==> config.mk <==
export PLATFORM = sky130hd
export DESIGN_NAME = paged_pc_unit
export DESIGN_NICKNAME = d
export VERILOG_FILES = /design/src/rtl/pcu_pkg.sv /design/src/rtl/pcu_hi_latch.sv /design/src/rtl/pcu_next_addr.sv /design/src/rtl/pcu_ret_stack.sv /design/src/rtl/paged_pc_unit.sv
export SDC_FILE = /design/constraint.sdc
export NUM_CORES = 1
export LEC_CHECK = 0
export CORE_ASPECT_RATIO = 0.75
export CORE_MARGIN = 2
export CORE_UTILIZATION = 60
export CTS_CLUSTER_DIAMETER = 200
export DETAILED_ROUTE_END_ITERATION = 12
export HOLD_SLACK_MARGIN = 0.02
export PLACE_DENSITY = 0.83
export SLEW_MARGIN = 5
export SYNTH_ARGS = -nofsm -noshare
export SYNTH_HDL_FRONTEND = slang
export SYNTH_SLANG_ARGS = --single-unit
==> constraint.sdc <==
create_clock -name clk -period 4.65 [get_ports clk]
set_input_delay 0.93 -clock clk [delete_from_list [all_inputs] [get_ports clk]]
set_output_delay 0.93 -clock clk [all_outputs]
set_load 0.005 [all_outputs]
==> src/rtl/pcu_pkg.sv <==
package pcu_pkg;
  typedef enum logic [2:0] {
    PC_HOLD = 3'd0,
    PC_INC  = 3'd1,
    PC_JUMP = 3'd2,
    PC_CALL = 3'd3,
    PC_RET  = 3'd4,
    PC_LOWR = 3'd5
  } pc_op_e;
endpackage

==> src/rtl/pcu_hi_latch.sv <==
module pcu_hi_latch #(
  parameter int W = 5
) (
  input  logic         clk,
  input  logic         rst_n,
  input  logic         we,
  input  logic [W-1:0] din,
  output logic [W-1:0] q
);
  always_ff @(posedge clk) begin
    if (!rst_n)  q <= '0;
    else if (we) q <= din;
  end

  AST_LATCH_HOLD: assert property (@(posedge clk) disable iff (!rst_n)
    !we |=> $stable(q));
endmodule

==> src/rtl/pcu_next_addr.sv <==
module pcu_next_addr
  import pcu_pkg::*;
#(
  parameter int ADDR_W = 13,
  parameter int IMM_W  = 11,
  parameter int BYTE_W = 8,
  parameter int VECTOR = 4
) (
  input  pc_op_e                     op,
  input  logic                       irq,
  input  logic [ADDR_W-1:0]          pc,
  input  logic [ADDR_W-BYTE_W-1:0]   lat,
  input  logic [IMM_W-1:0]           imm,
  input  logic [BYTE_W-1:0]          wdata,
  input  logic [ADDR_W-1:0]          stk_top,
  output logic [ADDR_W-1:0]          pc_d,
  output logic                       pop,
  output logic [1:0]                 push_n,
  output logic [ADDR_W-1:0]          push_w0,
  output logic [ADDR_W-1:0]          push_w1
);
  localparam int HI_W = ADDR_W - BYTE_W;
  localparam int PG_W = ADDR_W - IMM_W;

  logic [ADDR_W-1:0] seq, far, nxt;
  logic              call;

  assign seq  = pc + ADDR_W'(1);
  assign far  = {lat[HI_W-1 -: PG_W], imm};
  assign call = (op == PC_CALL);

  always_comb begin
    case (op)
      PC_INC:           nxt = seq;
      PC_JUMP, PC_CALL: nxt = far;
      PC_RET:           nxt = stk_top;
      PC_LOWR:          nxt = {lat, wdata};
      default:          nxt = pc;
    endcase
  end

  // the interrupt is taken after the instruction completes: it stacks the successor
  assign pc_d    = irq ? ADDR_W'(VECTOR) : nxt;
  assign pop     = (op == PC_RET);
  assign push_n  = {1'b0, call} + {1'b0, irq};
  assign push_w0 = call ? seq : nxt;
  assign push_w1 = nxt;
endmodule

==> src/rtl/pcu_ret_stack.sv <==
module pcu_ret_stack #(
  parameter int W     = 13,
  parameter int DEPTH = 8
) (
  input  logic         clk,
  input  logic         rst_n,
  input  logic         pop,
  input  logic [1:0]   push_n,
  input  logic [W-1:0] w0,
  input  logic [W-1:0] w1,
  output logic [W-1:0] top
);
  // DEPTH is a power of two, so the pointer wraps on its own and overwrites the oldest entry
  localparam int PTR_W = $clog2(DEPTH);

  logic [W-1:0]     mem [DEPTH];
  logic [PTR_W-1:0] sp, base;

  assign base = pop ? sp - PTR_W'(1) : sp;
  assign top  = mem[sp - PTR_W'(1)];

  always_ff @(posedge clk) begin
    if (!rst_n) begin
      sp <= '0;
      for (int i = 0; i < DEPTH; i++) mem[i] <= '0;
    end else begin
      if (push_n != 2'd0) mem[base] <= w0;
      if (push_n == 2'd2) mem[base + PTR_W'(1)] <= w1;
      sp <= base + PTR_W'(push_n);
    end
  end

  AST_STK_PUSH_TOP: assert property (@(posedge clk) disable iff (!rst_n)
    (push_n == 2'd1) |=> top == $past(w0));
  AST_STK_NO_POP_DOUBLE: assert property (@(posedge clk) disable iff (!rst_n)
    !(pop && push_n == 2'd2));
  AST_STK_PAIR_TOP: assert property (@(posedge clk) disable iff (!rst_n)
    (push_n == 2'd2) |=> top == $past(w1));
endmodule

==> src/rtl/paged_pc_unit.sv <==
module paged_pc_unit
  import pcu_pkg::*;
#(
  parameter int ADDR_W    = 13,
  parameter int IMM_W     = 11,
  parameter int BYTE_W    = 8,
  parameter int STK_DEPTH = 8,
  parameter int VECTOR    = 4
) (
  input  logic              clk,
  input  logic              rst_n,
  input  logic [2:0]        op,
  input  logic              irq_entry,
  input  logic [IMM_W-1:0]  imm,
  input  logic [BYTE_W-1:0] wr_data,
  input  logic              lat_we,
  output logic [BYTE_W-1:0] rd_pcl,
  output logic [ADDR_W-1:0] fetch_addr
);
  localparam int HI_W = ADDR_W - BYTE_W;
  localparam int PG_W = ADDR_W - IMM_W;

  pc_op_e            op_e;
  logic [HI_W-1:0]   lat_q;
  logic [ADDR_W-1:0] pc_q, pc_d, stk_top, push_w0, push_w1;
  logic              pop;
  logic [1:0]        push_n;

  assign op_e = pc_op_e'(op);

  pcu_hi_latch #(.W(HI_W)) u_latch (
    .clk(clk), .rst_n(rst_n), .we(lat_we), .din(wr_data[HI_W-1:0]), .q(lat_q)
  );

  pcu_next_addr #(.ADDR_W(ADDR_W), .IMM_W(IMM_W), .BYTE_W(BYTE_W), .VECTOR(VECTOR)) u_next (
    .op(op_e), .irq(irq_entry), .pc(pc_q), .lat(lat_q), .imm(imm), .wdata(wr_data),
    .stk_top(stk_top), .pc_d(pc_d), .pop(pop), .push_n(push_n),
    .push_w0(push_w0), .push_w1(push_w1)
  );

  pcu_ret_stack #(.W(ADDR_W), .DEPTH(STK_DEPTH)) u_stack (
    .clk(clk), .rst_n(rst_n), .pop(pop), .push_n(push_n),
    .w0(push_w0), .w1(push_w1), .top(stk_top)
  );

  always_ff @(posedge clk) begin
    if (!rst_n) pc_q <= '0;
    else        pc_q <= pc_d;
  end

  assign fetch_addr = pc_q;
  assign rd_pcl     = pc_q[BYTE_W-1:0];

  AST_VECTOR_ENTRY: assert property (@(posedge clk) disable iff (!rst_n)
    irq_entry |=> fetch_addr == ADDR_W'(VECTOR));
  AST_HOLD_STABLE: assert property (@(posedge clk) disable iff (!rst_n)
    (op_e == PC_HOLD && !irq_entry) |=> $stable(fetch_addr));
  AST_STEP_ONE: assert property (@(posedge clk) disable iff (!rst_n)
    (op_e == PC_INC && !irq_entry) |=> fetch_addr == $past(fetch_addr) + ADDR_W'(1));
  AST_JUMP_PAGE: assert property (@(posedge clk) disable iff (!rst_n)
    (op_e == PC_JUMP && !irq_entry) |=>
      (fetch_addr[IMM_W-1:0] == $past(imm) &&
       fetch_addr[ADDR_W-1:IMM_W] == $past(lat_q[HI_W-1 -: PG_W])));
  AST_LOWR_WINDOW: assert property (@(posedge clk) disable iff (!rst_n)
    (op_e == PC_LOWR && !irq_entry) |=>
      fetch_addr == {$past(lat_q), $past(wr_data)});
  AST_CALL_RETURN: assert property (@(posedge clk) disable iff (!rst_n)
    (op_e == PC_CALL && !irq_entry) ##1 (op_e == PC_RET && !irq_entry) |=>
      fetch_addr == $past(fetch_addr, 2) + ADDR_W'(1));
endmodule

==> flow_metrics.tcl, run 1 <==
set metrics [dict create \
    regArea_sq_mm 0.00354 \
    post-route-period-util 0.846 \
    crit_required_ps 4700 \
    synth_area_leaders "edfxtp_1 43%, mux4_2 8.1%, o22ai_1 7.8%" \
    clock_latency_ps 430 \
    worst-path-buf-inv 2 \
    synth_ff_type "edfxtp_1" \
    avgSynthCellArea_sq_um 11.5 \
    cp-start-kind "input port" \
    yosys_warnings 0 \
    rows 34 \
    max-slew-margin-rel 0.319 \
    endpoint_kind "flip-flop" \
    vias 6417 \
    synth_edf_count 104 \
    synth_cells 633 \
    numCtsBuffers 17 \
    dp_hpwl_mm 15.4 \
    yosysTopAreaCellShare 0.431 \
    cp_top_family "simple AND/OR/NAND/NOR gates" \
    yosysUniqueCellTypes 62 \
    cts_tree "built" \
    avgViaCountPerCell 7.59 \
    design.core.area_sq_mm 0.0117 \
    drive_above_1_share 0.180 \
    start_util 0.620 \
    arrival_ps 3990 \
    crit_fanout 13 \
    cts.sinks 125 \
    port-buffer-count 46 \
    syn_nets 666 \
    holdWs_ps 523 \
    grt_pass1_vias 6033 \
    drv_slew 0 \
    drtAntennaViolNets 0 \
    fmax_mhz 254 \
    async_flop_share 0 \
    finalSetupViolCount 0 \
    drt-pass1-iter-count 6 \
    antenna_found_initial 0 \
    overflow 0 \
    clock_skew_ps 6.51 \
    drc 0 \
    crit_top_cell "nand3_1" \
    clkSlewWorstSetupHoldPaths_ps 60 \
    root_buffer "clkbuf_16" \
    die_area_sq_mm 0.0130 \
    finalWirelength_mm 22.5 \
    netlist_top_cells_count "104 x edfxtp_1, 91 x o22ai_1, 50 x nand3_1, 34 x nor2_1, 32 x clkbuf_1" \
    yosys.area.top_type "edfxtp_1" \
    hold_viol 0 \
    max-vdd-ir-drop_mv 0.298 \
    ys_seq_elements 125 \
    die_h_microns 99.2 \
    maxCapViolations 0 \
    outcome "completed" \
    cts_hold_repair.buffers 0 \
    track_usage 0.361 \
    syn-cell-area_sq_mm 0.00725 \
    setup-tns-final_ps 0 \
    drtIter0Drc 1093 \
    grt_max_degree 28 \
    timing_worst_setup_path_type "in -> reg" \
    final_net_count 703 \
    die_w_microns 131 \
    p_leak_uw 0.00277 \
    slowest_delay_ps 650 \
    cts_resized 0 \
    post_drt_wl_per_cell_microns 26.6 \
    multi_input_area_sq_mm 0.00338 \
    clk_path_buf_depth 2 \
    synth_seq_area_share 0.489 \
    critPathSlowestCell "clkdlybuf4s50_1" \
    period_minus_slack_ps 3930 \
    boundaryPins 47 \
    post_cts_buffers 0 \
    gp_congestion 1.00 \
    rsz0062_at_grt "false" \
    p_per_area_mw_per_mm2 413 \
    tightest_slew_ps 1020 \
    area_delta_synth_final_pct 16.6 \
    hold_path.class "reg -> reg" \
    nFillCells 803 \
    diodes 0 \
    worstPathCellList "clkdlybuf4s50_1, nor3b_4, xnor2_2, inv_2, ha_1, nand3_1, nor2_1, nand2_1, nand3_1" \
    grt_first_pass_wirelength_mm 34.6 \
    htree_num_levels 4 \
    yosysMostFrequentCell "edfxtp_1" \
]
## stage by stage
step | worst slack [ps] | area (sq um) | cells | utilization | total power [uW]
3_5_place_dp | 368 | 7880 | 813 | 0.674 | 2160
2_1_floorplan | 872 | 7250 | 633 | - | 1900
4_1_cts | 771 | 8460 | 845 | 0.723 | 3460
6_report | 718 | 8460 | 845 | 0.723 | 3490
5_1_grt | 579 | 8460 | 845 | 0.723 | 3590
3_3_place_gp | 436 | 7880 | 813 | 0.674 | 2130
## cell families after synthesis
logic type,count (synthesis),share of synthesized area
mux,33,0.0921
xor+xnor,17,0.0260
simple gates,182,0.139
compound gates,197,0.196
buf+inv,72,0.0457
flops,125,0.489
fa+ha+maj,7,0.0131
## final cells by class
class                      instances  share of cell area
timing repair buffer              80              0.0846
clock buffer                      17              0.0503
tap                              162              0.0240
sequential                       125               0.419
multi-input combinational        436               0.400
clock inverter                    15              0.0176
inverter                          10             0.00474
## path summary, 6_finish.rpt
check / cells past startpoint / slack, ps / start / endpoint
worst max-delay path: 9 / 720 / op[2] / u_stack.mem[2][1]
worst min-delay path: 2 / 520 / u_latch.q[1] / u_latch.q[1]
worst max register to register: 8 / 1350 / u_stack.sp[1] / u_stack.mem[2][11]
worst min register to register: 2 / 520 / u_latch.q[1] / u_latch.q[1]
## worst register-to-register path, cell delays in order (launching register included)
cell,delay [ps]
dfxtp_1,310
inv_1,70
ha_1,450
buf_4,290
mux4_2,400
a32oi_1,300
a211oi_1,120
a31oi_1,740
o221ai_1,300
## layout by cell type (no fill, tap or decap), drive strengths merged, types with 4 or more instances in the layout
cell and count:
mux4 26, clkdlybuf4s50 46, nor2 35, and2 8, and3 7, a31oi 6, nor2b 9, ha 6
o21ai 13, nor3 4, mux2i 7, nand2b 10, o221ai 23, dfxtp 21, and4 4, nand3 50
inv 18, clkinv 6, o211ai 12, a41oi 7, edfxtp 104, nand4 10, o22ai 94, nor4 8
buf 34, a21oi 10, xor2 6, xnor2 10, a22oi 12, nand2 28, clkbuf 17
## registers in the layout, indices dropped and copies added (netlist names)
register / cells
u_stack.mem: 104
u_latch.q: 5
fetch_addr: 13
u_stack.sp: 3
## power by group
part | total (uW) | leakage (uW) | internal, uW | switching [uW]
combinational | 821 | 0.00124 | 318 | 503
clock | 1310 | 0.000285 | 753 | 561
sequential | 1350 | 0.00125 | 1300 | 49.5
total | 3490 | 0.00277 | 2380 | 1110
## per-layer routing
| metal | part of all wire | GRT usage |
|---|---|---|
| met5 | 0 | 0 |
| met4 | 0.029 | 0.122 |
| met3 | 0.16 | 0.117 |
| met2 | 0.44 | 0.523 |
| met1 | 0.37 | 0.519 |
Note: power is estimated with default switching activity, not from simulation.
==> run 2: changes to the inputs <==
--- a/config.mk
+++ b/config.mk
@@ -7,11 +7,11 @@
 export LEC_CHECK = 0
 export CORE_ASPECT_RATIO = 0.75
 export CORE_MARGIN = 2
-export CORE_UTILIZATION = 60
+export CORE_UTILIZATION = 54
 export CTS_CLUSTER_DIAMETER = 200
 export DETAILED_ROUTE_END_ITERATION = 12
 export HOLD_SLACK_MARGIN = 0.02
-export PLACE_DENSITY = 0.83
+export PLACE_DENSITY = 0.79
 export SLEW_MARGIN = 5
 export SYNTH_ARGS = -nofsm -noshare
 export SYNTH_HDL_FRONTEND = slang
==> constraint.sdc (replaced) <==
create_clock -name clk -period 3.56 [get_ports clk]
set_input_delay 0.712 -clock clk [delete_from_list [all_inputs] [get_ports clk]]
set_output_delay 0.712 -clock clk [all_outputs]
set_load 0.005 [all_outputs]
==> flow_metrics.tcl, run 2 (same netlist as run 1, synthesis figures left out) <==
set metrics [dict create \
    outcome "completed" \
    tightest_slew_ps 1010 \
    drt-pass1-iter-count 6 \
    finalWirelength_mm 22.5 \
    gp_congestion 0.930 \
    boundaryPins 47 \
    maxCapViolations 0 \
    dpl_cell_area_sq_mm 0.00822 \
    root_buffer "clkbuf_16" \
    period_minus_slack_ps 3310 \
    cts_tree "built" \
    rsz0062_at_grt "false" \
    worstPathCellList "clkdlybuf4s50_1, nor3b_4, mux2i_4, ha_1, xnor3_1, a22oi_2, o22ai_1" \
    setup-tns-final_ps 0 \
    finalSetupViolCount 0 \
    design_area_sq_mm 0.00881 \
    grt_first_pass_wirelength_mm 34.8 \
    p_total_uw 4650 \
    clock_latency_ps 420 \
    cp-start-kind "input port" \
    drv_slew 0 \
    holdWs_ps 525 \
    timing_worst_setup_path_type "in -> reg" \
    dp_hpwl_mm 16.1 \
    die_w_microns 138 \
    p_leak_uw 0.00296 \
    max-vdd-ir-drop_mv 0.464 \
    cts_resized 0 \
    nFillCells 926 \
    cts_hold_repair.buffers 0 \
    numCtsBuffers 17 \
    post_cts_buffers 0 \
    rows 36 \
    overflow 0 \
    final_common_cell "edfxtp_1" \
    track_usage 0.321 \
    area_delta_synth_final_pct 21.4 \
    crit_fanout 9 \
    port-buffer-count 46 \
    clock_skew_ps 8.77 \
    largest_register_ffs 104 \
    final_cell_mix "104 x edfxtp_1, 91 x o22ai_1, 56 x buf_4" \
    drtAntennaViolNets 0 \
    vias 6370 \
    antenna_found_initial 0 \
    htree_num_levels 4 \
    avgViaCountPerCell 7.21 \
    regMostFlops "u_stack.mem" \
    p_per_area_mw_per_mm2 528 \
    slowest_delay_ps 520 \
    critPathSlowestCell "xnor3_1" \
    die_h_microns 104 \
    crit_required_ps 3690 \
    clkSlewWorstSetupHoldPaths_ps 60 \
    drc 0 \
    hold_path.class "reg -> reg" \
    fmax_mhz 302 \
    arrival_ps 3430 \
    grt_pass1_vias 6158 \
    drive_above_1_share 0.213 \
    post-route-period-util 0.929 \
    drtIter0Drc 971 \
    design.core.area_sq_mm 0.0131 \
    place_ws_ps -76.3 \
    clk_path_buf_depth 2 \
    diodes 0 \
    endpoint_kind "flip-flop" \
    die_area_sq_mm 0.0144 \
    fin_ws_ps 252 \
    start_util 0.555 \
    hold_viol 0 \
    grt_max_degree 35 \
    cts.sinks 125 \
    max-slew-margin-rel 0.324 \
    final_net_count 733 \
    post_drt_wl_per_cell_microns 25.4 \
]
==> run 2: cell type report <==
type	count	area, sq um	area share
Inverter	10	40.0	0.00455
Sequential cell	125	3540	0.403
Tap cell	171	214	0.0243
Clock inverter	13	155	0.0176
Clock buffer	19	433	0.0492
Multi-Input combinational cell	436	3380	0.384
Timing Repair Buffer	110	1040	0.118
==> run 2: routing by layer <==
layer  routed length (microns)  part of all wire  track usage
met1                      9230              0.41        0.475
met2                      9770              0.43        0.466
met3                      3140              0.14       0.0926
met4                       329             0.015       0.0831
met5                         0                 0            0
==> run 2: report_power, final <==
group	switching (uW)	internal (uW)
clock network	713	1050
registers	64.2	1700
logic	660	463
==> run 2: through the flow <==
| stage | utilization | std cells |
|---|---|---|
| 5_1_grt | 0.674 | 884 |
| 6_report | 0.674 | 884 |
| 3_3_place_gp | 0.629 | 852 |
| 4_1_cts | 0.674 | 884 |
| 3_5_place_dp | 0.629 | 852 |
| 2_1_floorplan | - | 633 |
==> run 2: worst max-delay path, delay by kind of cell <==
family | cells | cell delay, ps
compound gates | 2 | 680
simple gates | 1 | 460
mux | 1 | 310
buf+inv | 1 | 500
xor+xnor | 1 | 520
fa+ha+maj | 1 | 240
==> run 2: worst paths after layout <==
| kind | depth (start not counted) | slack, ps | from | end |
|---|---|---|---|---|
| worst max-delay path | 7 | 250 | op[1] | u_stack.mem[0][1] |
| worst max register to register | 8 | 440 | u_stack.sp[1] | u_stack.mem[7][9] |
| worst min register to register | 2 | 520 | u_latch.q[1] | u_latch.q[1] |
| worst min-delay path | 2 | 520 | u_latch.q[1] | u_latch.q[1] |
